[config.mk]
export PLATFORM = sky130hd
export DESIGN_NAME = secprot_seq
export DESIGN_NICKNAME = d
export VERILOG_FILES = /design/src/rtl/secprot_pkg.sv /design/src/rtl/secprot_tmr.sv /design/src/rtl/secprot_bus.sv /design/src/rtl/secprot_seq.sv
export SDC_FILE = /design/constraint.sdc
export NUM_CORES = 1
export LEC_CHECK = 0
export ABC_AREA = 1
export ABC_CLOCK_PERIOD_IN_PS = 3100
export BUFFER_PORTS_ARGS = -buffer_cell sky130_fd_sc_hd__buf_2
export CAP_MARGIN = 5
export CORE_MARGIN = 3
export CORE_UTILIZATION = 55
export CTS_BUF_LIST = sky130_fd_sc_hd__clkbuf_8
export DETAILED_ROUTE_END_ITERATION = 16
export PLACE_DENSITY_LB_ADDON = 0.3
export SLEW_MARGIN = 20
export SYNTH_ARGS = -nofsm -noshare
export SYNTH_HDL_FRONTEND = slang
export SYNTH_SLANG_ARGS = --single-unit
export TNS_END_PERCENT = 50
[constraint.sdc]
create_clock -name clk -period 3.1 [get_ports clk]
set_input_delay 0.31 -clock clk [delete_from_list [all_inputs] [get_ports clk]]
set_output_delay 0.31 -clock clk [all_outputs]
set_load 0.05 [all_outputs]
[src/rtl/secprot_pkg.sv]
package secprot_pkg;
  typedef enum logic [2:0] {ST_IDLE, ST_SETTLE, ST_LAUNCH, ST_BUS, ST_PWAIT} state_t;
  typedef enum logic [2:0] {OP_SETUP, OP_PROT, OP_VERW, OP_READ, OP_RESET} op_t;

  localparam logic [7:0] CMD_ARM   = 8'h60;
  localparam logic [7:0] CMD_PULSE = 8'h60;
  localparam logic [7:0] CMD_CHECK = 8'h40;
  localparam logic [7:0] CMD_EXIT  = 8'hF0;
  localparam logic [7:0] STAT_LOCK = 8'h01;
endpackage

[src/rtl/secprot_tmr.sv]
module secprot_tmr #(
  parameter int W = 8
) (
  input  logic         clk,
  input  logic         rst,
  input  logic         load,
  input  logic [W-1:0] val,
  output logic         zero
);
  logic [W-1:0] cnt_q;

  always_ff @(posedge clk) begin
    if (rst)                cnt_q <= '0;
    else if (load)          cnt_q <= val;
    else if (cnt_q != '0)   cnt_q <= cnt_q - 1'b1;
  end

  assign zero = (cnt_q == '0);

  AST_TMR_LOAD: assert property (@(posedge clk) disable iff (rst)
    load |=> (cnt_q == $past(val)));
endmodule

[src/rtl/secprot_bus.sv]
module secprot_bus #(
  parameter int ADDR_W = 19
) (
  input  logic              clk,
  input  logic              rst,
  input  logic              launch,
  input  logic              l_we,
  input  logic [ADDR_W-1:0] l_addr,
  input  logic [7:0]        l_data,
  input  logic              ack,
  output logic              req,
  output logic              we,
  output logic [ADDR_W-1:0] addr,
  output logic [7:0]        wdata,
  output logic              xfer
);
  always_ff @(posedge clk) begin
    if (rst) begin
      req   <= 1'b0;
      we    <= 1'b0;
      addr  <= '0;
      wdata <= '0;
    end else if (launch) begin
      req   <= 1'b1;
      we    <= l_we;
      addr  <= l_addr;
      wdata <= l_data;
    end else if (req && ack) begin
      req   <= 1'b0;
    end
  end

  assign xfer = req & ack;

  AST_REQ_STABLE: assert property (@(posedge clk) disable iff (rst)
    (req && !ack) |=> (req && $stable(we) && $stable(addr) && $stable(wdata)));
  AST_REQ_GAP: assert property (@(posedge clk) disable iff (rst)
    (req && ack) |=> !req);
endmodule

[src/rtl/secprot_seq.sv]
module secprot_seq
  import secprot_pkg::*;
#(
  parameter int CLK_MHZ   = 250,
  parameter int SETTLE_US = 4,
  parameter int PROT_US   = 150,
  parameter int MAX_PULSE = 25,
  parameter int MAX_SECT  = 4,
  parameter int ADDR_W    = 19,
  parameter int SECT_W    = 7,
  localparam int CNT_W    = $clog2(MAX_SECT + 1),
  localparam int IDX_W    = (MAX_SECT > 1) ? $clog2(MAX_SECT) : 1
) (
  input  logic                       clk,
  input  logic                       rst,
  input  logic                       start,
  input  logic [CNT_W-1:0]           sect_cnt,
  input  logic [MAX_SECT*SECT_W-1:0] sect_list,
  input  logic                       ack,
  input  logic [7:0]                 rdata,
  output logic                       hv_en,
  output logic                       req,
  output logic                       we,
  output logic [ADDR_W-1:0]          addr,
  output logic [7:0]                 wdata,
  output logic                       busy,
  output logic                       done,
  output logic                       ok,
  output logic [IDX_W-1:0]           fail_idx
);
  localparam int SETTLE_CYC = CLK_MHZ * SETTLE_US;
  localparam int PROT_CYC   = CLK_MHZ * PROT_US;
  localparam int TMR_MAX    = (SETTLE_CYC > PROT_CYC) ? SETTLE_CYC : PROT_CYC;
  localparam int TMR_W      = $clog2(TMR_MAX + 1);
  localparam int PC_W       = $clog2(MAX_PULSE + 1);
  localparam int LOW_W      = ADDR_W - SECT_W;
  localparam logic [LOW_W-1:0] LOW_PART = LOW_W'(2);

  state_t            state;
  op_t               pend, cur_op, l_op;
  logic [SECT_W-1:0] list_q [MAX_SECT];
  logic [CNT_W-1:0]  n_q;
  logic [IDX_W-1:0]  idx_q;
  logic [PC_W-1:0]   pcnt_q;
  logic              res_ok;
  logic              tmr_load, tmr_zero, launch, xfer, last;
  logic [TMR_W-1:0]  tmr_val;
  logic              l_we;
  logic [ADDR_W-1:0] l_addr, sect_addr;
  logic [7:0]        l_data;

  assign sect_addr = {list_q[idx_q], LOW_PART};
  assign last      = (CNT_W'(idx_q) + 1'b1) == n_q;

  assign tmr_load = (state == ST_IDLE && start && sect_cnt != '0) ||
                    (state == ST_BUS && xfer && cur_op == OP_PROT);
  assign tmr_val  = (state == ST_IDLE) ? TMR_W'(SETTLE_CYC - 1) : TMR_W'(PROT_CYC - 1);

  assign launch = (state == ST_LAUNCH) || (tmr_zero && (state == ST_SETTLE || state == ST_PWAIT));
  assign l_op   = (state == ST_SETTLE) ? OP_SETUP : (state == ST_PWAIT) ? OP_VERW : pend;

  always_comb begin
    l_we   = 1'b1;
    l_addr = '0;
    l_data = CMD_ARM;
    unique case (l_op)
      OP_SETUP: begin l_addr = '0;        l_data = CMD_ARM;   end
      OP_PROT:  begin l_addr = sect_addr; l_data = CMD_PULSE; end
      OP_VERW:  begin l_addr = sect_addr; l_data = CMD_CHECK; end
      OP_READ:  begin l_addr = sect_addr; l_data = 8'h00; l_we = 1'b0; end
      OP_RESET: begin l_addr = '0;        l_data = CMD_EXIT;  end
      default:  begin l_addr = '0;        l_data = CMD_EXIT;  end
    endcase
  end

  secprot_tmr #(.W(TMR_W)) u_tmr (
    .clk(clk), .rst(rst), .load(tmr_load), .val(tmr_val), .zero(tmr_zero)
  );

  secprot_bus #(.ADDR_W(ADDR_W)) u_bus (
    .clk(clk), .rst(rst), .launch(launch), .l_we(l_we), .l_addr(l_addr),
    .l_data(l_data), .ack(ack), .req(req), .we(we), .addr(addr),
    .wdata(wdata), .xfer(xfer)
  );

  always_ff @(posedge clk) begin
    if (rst) begin
      state    <= ST_IDLE;
      pend     <= OP_SETUP;
      cur_op   <= OP_SETUP;
      hv_en    <= 1'b0;
      busy     <= 1'b0;
      done     <= 1'b0;
      ok       <= 1'b0;
      fail_idx <= '0;
      idx_q    <= '0;
      n_q      <= '0;
      pcnt_q   <= '0;
      res_ok   <= 1'b0;
      for (int i = 0; i < MAX_SECT; i++) list_q[i] <= '0;
    end else begin
      done <= 1'b0;
      unique case (state)
        ST_IDLE: if (start) begin
          fail_idx <= '0;
          if (sect_cnt == '0) begin
            done <= 1'b1;
            ok   <= 1'b1;
          end else begin
            for (int i = 0; i < MAX_SECT; i++) list_q[i] <= sect_list[i*SECT_W +: SECT_W];
            n_q    <= (sect_cnt > CNT_W'(MAX_SECT)) ? CNT_W'(MAX_SECT) : sect_cnt;
            idx_q  <= '0;
            pcnt_q <= PC_W'(1);
            hv_en  <= 1'b1;
            busy   <= 1'b1;
            ok     <= 1'b0;
            state  <= ST_SETTLE;
          end
        end
        ST_SETTLE: if (tmr_zero) begin cur_op <= OP_SETUP; state <= ST_BUS; end
        ST_PWAIT:  if (tmr_zero) begin cur_op <= OP_VERW;  state <= ST_BUS; end
        ST_LAUNCH: begin cur_op <= pend; state <= ST_BUS; end
        ST_BUS: if (xfer) begin
          unique case (cur_op)
            OP_SETUP: begin pend <= OP_PROT; state <= ST_LAUNCH; end
            OP_PROT:  state <= ST_PWAIT;
            OP_VERW:  begin pend <= OP_READ; state <= ST_LAUNCH; end
            OP_READ: begin
              state <= ST_LAUNCH;
              if (rdata == STAT_LOCK) begin
                if (last) begin
                  res_ok <= 1'b1;
                  hv_en  <= 1'b0;
                  pend   <= OP_RESET;
                end else begin
                  idx_q  <= idx_q + 1'b1;
                  pcnt_q <= PC_W'(1);
                  pend   <= OP_PROT;
                end
              end else if (pcnt_q == PC_W'(MAX_PULSE)) begin
                res_ok <= 1'b0;
                hv_en  <= 1'b0;
                pend   <= OP_RESET;
              end else begin
                pcnt_q <= pcnt_q + 1'b1;
                pend   <= OP_PROT;
              end
            end
            OP_RESET: begin
              busy     <= 1'b0;
              done     <= 1'b1;
              ok       <= res_ok;
              fail_idx <= res_ok ? '0 : idx_q;
              state    <= ST_IDLE;
            end
            default: state <= ST_IDLE;
          endcase
        end
        default: state <= ST_IDLE;
      endcase
    end
  end

  AST_SETTLE_QUIET: assert property (@(posedge clk) disable iff (rst)
    (state == ST_SETTLE) |-> !req);
  AST_HV_FOR_PULSE: assert property (@(posedge clk) disable iff (rst)
    (req && cur_op != OP_SETUP && cur_op != OP_RESET) |-> hv_en);
  AST_PULSE_RANGE: assert property (@(posedge clk) disable iff (rst)
    busy |-> (pcnt_q >= PC_W'(1) && pcnt_q <= PC_W'(MAX_PULSE)));
  AST_EXIT_NO_HV: assert property (@(posedge clk) disable iff (rst)
    (req && we && wdata == CMD_EXIT) |-> !hv_en);
  AST_DONE_PULSE: assert property (@(posedge clk) disable iff (rst)
    done |=> !done);
  AST_IDLE_QUIET: assert property (@(posedge clk) disable iff (rst)
    !busy |-> (!req && !hv_en));
endmodule

==> qor.yml <==
outcome: "finished, final reports clean"
placed_area_um2: 4540
cts.sinks: 85
crit_type: "reg -> reg"
start_util_pct: 57.6
grt_max_degree: 46
wl_per_cell_um: 13.1
core.rowCount: 31
drtAntennaViolNets: 0
die_w_um: 93.6
slowest_stage: "nor3_1"
cp_top_family: "simple AND/OR/NAND/NOR gates"
antenna_cells: 0
critPathMaxFanout: 14
cp-start-kind: "register"
hold_depth: 3
die_h_um: 93.6
htree_levels: 3
p_leak_nw: 2.17
synth_edf_count: 28
io_buffers: 62
cts_resized: 0
r2r-start: "state[1]"
routabilityCongestion: 0.874
ys.flop_type: "dfxtp_1"
cts_setup_buffers: 0
clockBufferDepth: 2
clk_latency_ps: 360
cp.arrival_ps: 2460
layout_commonest_cell: "nor2_1"
initialDrtViolationCount: 272
synth-seq-cells: 85
path_cells: "inv_1 -> nor3_1 -> inv_1 -> nand2_1 -> inv_1 -> nand2_1 -> a21oi_1"
cp-end-kind: "register"
critPathMaxStageDelay_ps: 460
async_reset_ff_share_pct: 0
final_cell_mix: "nor2_1, nand2_1, inv_1"
dp_hpwl_um: 6780
r2r_setup_slack_ps: 870
cpMostUsedCell: "inv_1"
vdd_drop_max_mv: 0.325
ios: 78
multi_input_comb_area_um2: 1830
setup_violations: 0
synth_top_area_share_pct: 27.0
worst_slew_pin_slew_ps: 810
vias: 3713
syn2layout_area_growth_pct: 12.5
yosys.area.top_type: "dfxtp_1"
timing.final.crit_share_pct: 72.0
ff_latch_area_um2: 1980
drc: 0
cts_made_buffers: 9
synth_area_leaders: "dfxtp_1, edfxtp_1, nor2_1, nand2_1, inv_1"
required_ps: 3330
drt_wl_total_um: 9430
grt_overflow_total: 0
power.density_nw_per_um2: 773
n_fill_cell: 652
final_max_slew_viol_count: 0
syn_area_um2: 4220
holdPathEnd: "list_q[0][2]"
first_pass_iters: 4
track_usage_pct: 22.7
drv_cap: 0
cts-root-buf: "clkbuf_8"
cts_tree: "built"
grt_pass1_wl_um: 15600
fin_crit_ps: 2230
seq_area_frac_synth_pct: 46.9
grt_pass1_vias: 3429
rr_endpoint: "u_bus.addr[15]"
synth_cell_types: 36
synthCells: 557
nNetsFinal: 663
fin_area_um2: 4750
die-area_um2: 8760
avgViaCountPerCell: 5.16
final-hold-violation-count: 0
drive_above_1_share_pct: 15.5
final_cell_count_no_fill: 720
ff2ff_path_depth: 7
core_area_um2: 7330
min_path_type: "in -> reg"
post-route-util_pct: 64.8
syn_area_per_cell_um2: 7.58
path_clk_slew_ps: 90
grt_antenna_before_repair: 0
setup_tns_ps: 0
slew_headroom_pct: 45.8
path_buf_inv: 3
yosysWarnings: 0
rsz0062_at_grt: "no"
dp_cells: 704
cts_hold_buf: 0
skew_ps: 8.19
fmax_ghz: 0.448
hp-start: "sect_list[2]"
[worst max-delay path by stage]
stage / startpoint / to / slack (ps) / cells past startpoint
2_1_floorplan: state[0] / u_tmr.cnt_q[3] / 990 / 8
3_5_place_dp: state[1] / u_bus.addr[14] / 920 / 7
5_1_grt: state[1] / u_bus.addr[1] / 630 / 7
4_1_cts: state[1] / u_bus.addr[15] / 880 / 7
6_report: state[1] / u_bus.addr[15] / 870 / 7
3_3_place_gp: u_tmr.cnt_q[0] / u_bus.addr[12] / 990 / 9
[cells in the mapped netlist (6+ instances only)]
cell type,count
nor2_1,102
nand2_1,99
inv_1,74
dfxtp_1,57
a21oi_1,46
nand3_1,37
edfxtp_1,28
buf_4,18
o21ai_0,16
nor3_1,11
clkbuf_1,10
o32ai_1,7
xnor2_1,6
[area by class of cell]
type                    instances  area share (%)
clock buffers                   9            2.61
clock inverters                 7            1.71
inverters                      75            5.93
multi-input cells             381            38.6
flip-flops and latches         85            41.7
well taps                      99            2.61
repair buffers                 64            6.85
[cells by family after synthesis]
kind of cell	after synthesis	synth area share, %
other	1	0.0888
AO/OA/AOI/OAI	79	10.5
XOR/XNOR	9	1.87
adder cells (fa/ha/maj)	4	1.19
flip-flops	85	46.9
AND/OR/NAND/NOR	274	28.4
buffers and inverters	105	11.0
[report_power, final]
part	switching, mW	internal (mW)	total, mW
registers	0.142	1.38	1.53
logic	0.921	0.407	1.33
clock network	0.433	0.384	0.817
[state kept, by name (all words and copies together), names as in the netlist, 2 cells and up, named ones only]
signal and count:
pcnt_q 5, u_bus.wdata 3, state 3, cur_op 3
n_q 3, idx_q 2, u_tmr.cnt_q 16, list_q 28
pend 3, fail_idx 2, u_bus.addr 8
[worst register-to-register path, delay by kind of cell (launching register included)]
kind / cells / cell delay, ps
simple gates: 3 / 1050
compound gates: 1 / 70
buf+inv: 3 / 610
flops: 1 / 370
[stage by stage]
step                      total power [mW]  hold WS, ps  setup slack, ps
after floorplan                       2.58          441              992
after global placement                2.83          449              990
after detailed placement              2.85          458              918
after CTS                             3.67          233              883
after global routing                  3.92          226              630
final                                 3.67          238              868
[routing by layer]
layer | track usage, % | part of all wire (%) | vias up
li1 | - | - | 1887
met1 | 30.3 | 44 | 1689
met2 | 37.1 | 49 | 127
met3 | 4.18 | 6.1 | 10
met4 | 7.82 | 0.93 | 0
met5 | 0 | 0 | -
Power figures use the tool's default switching activity.
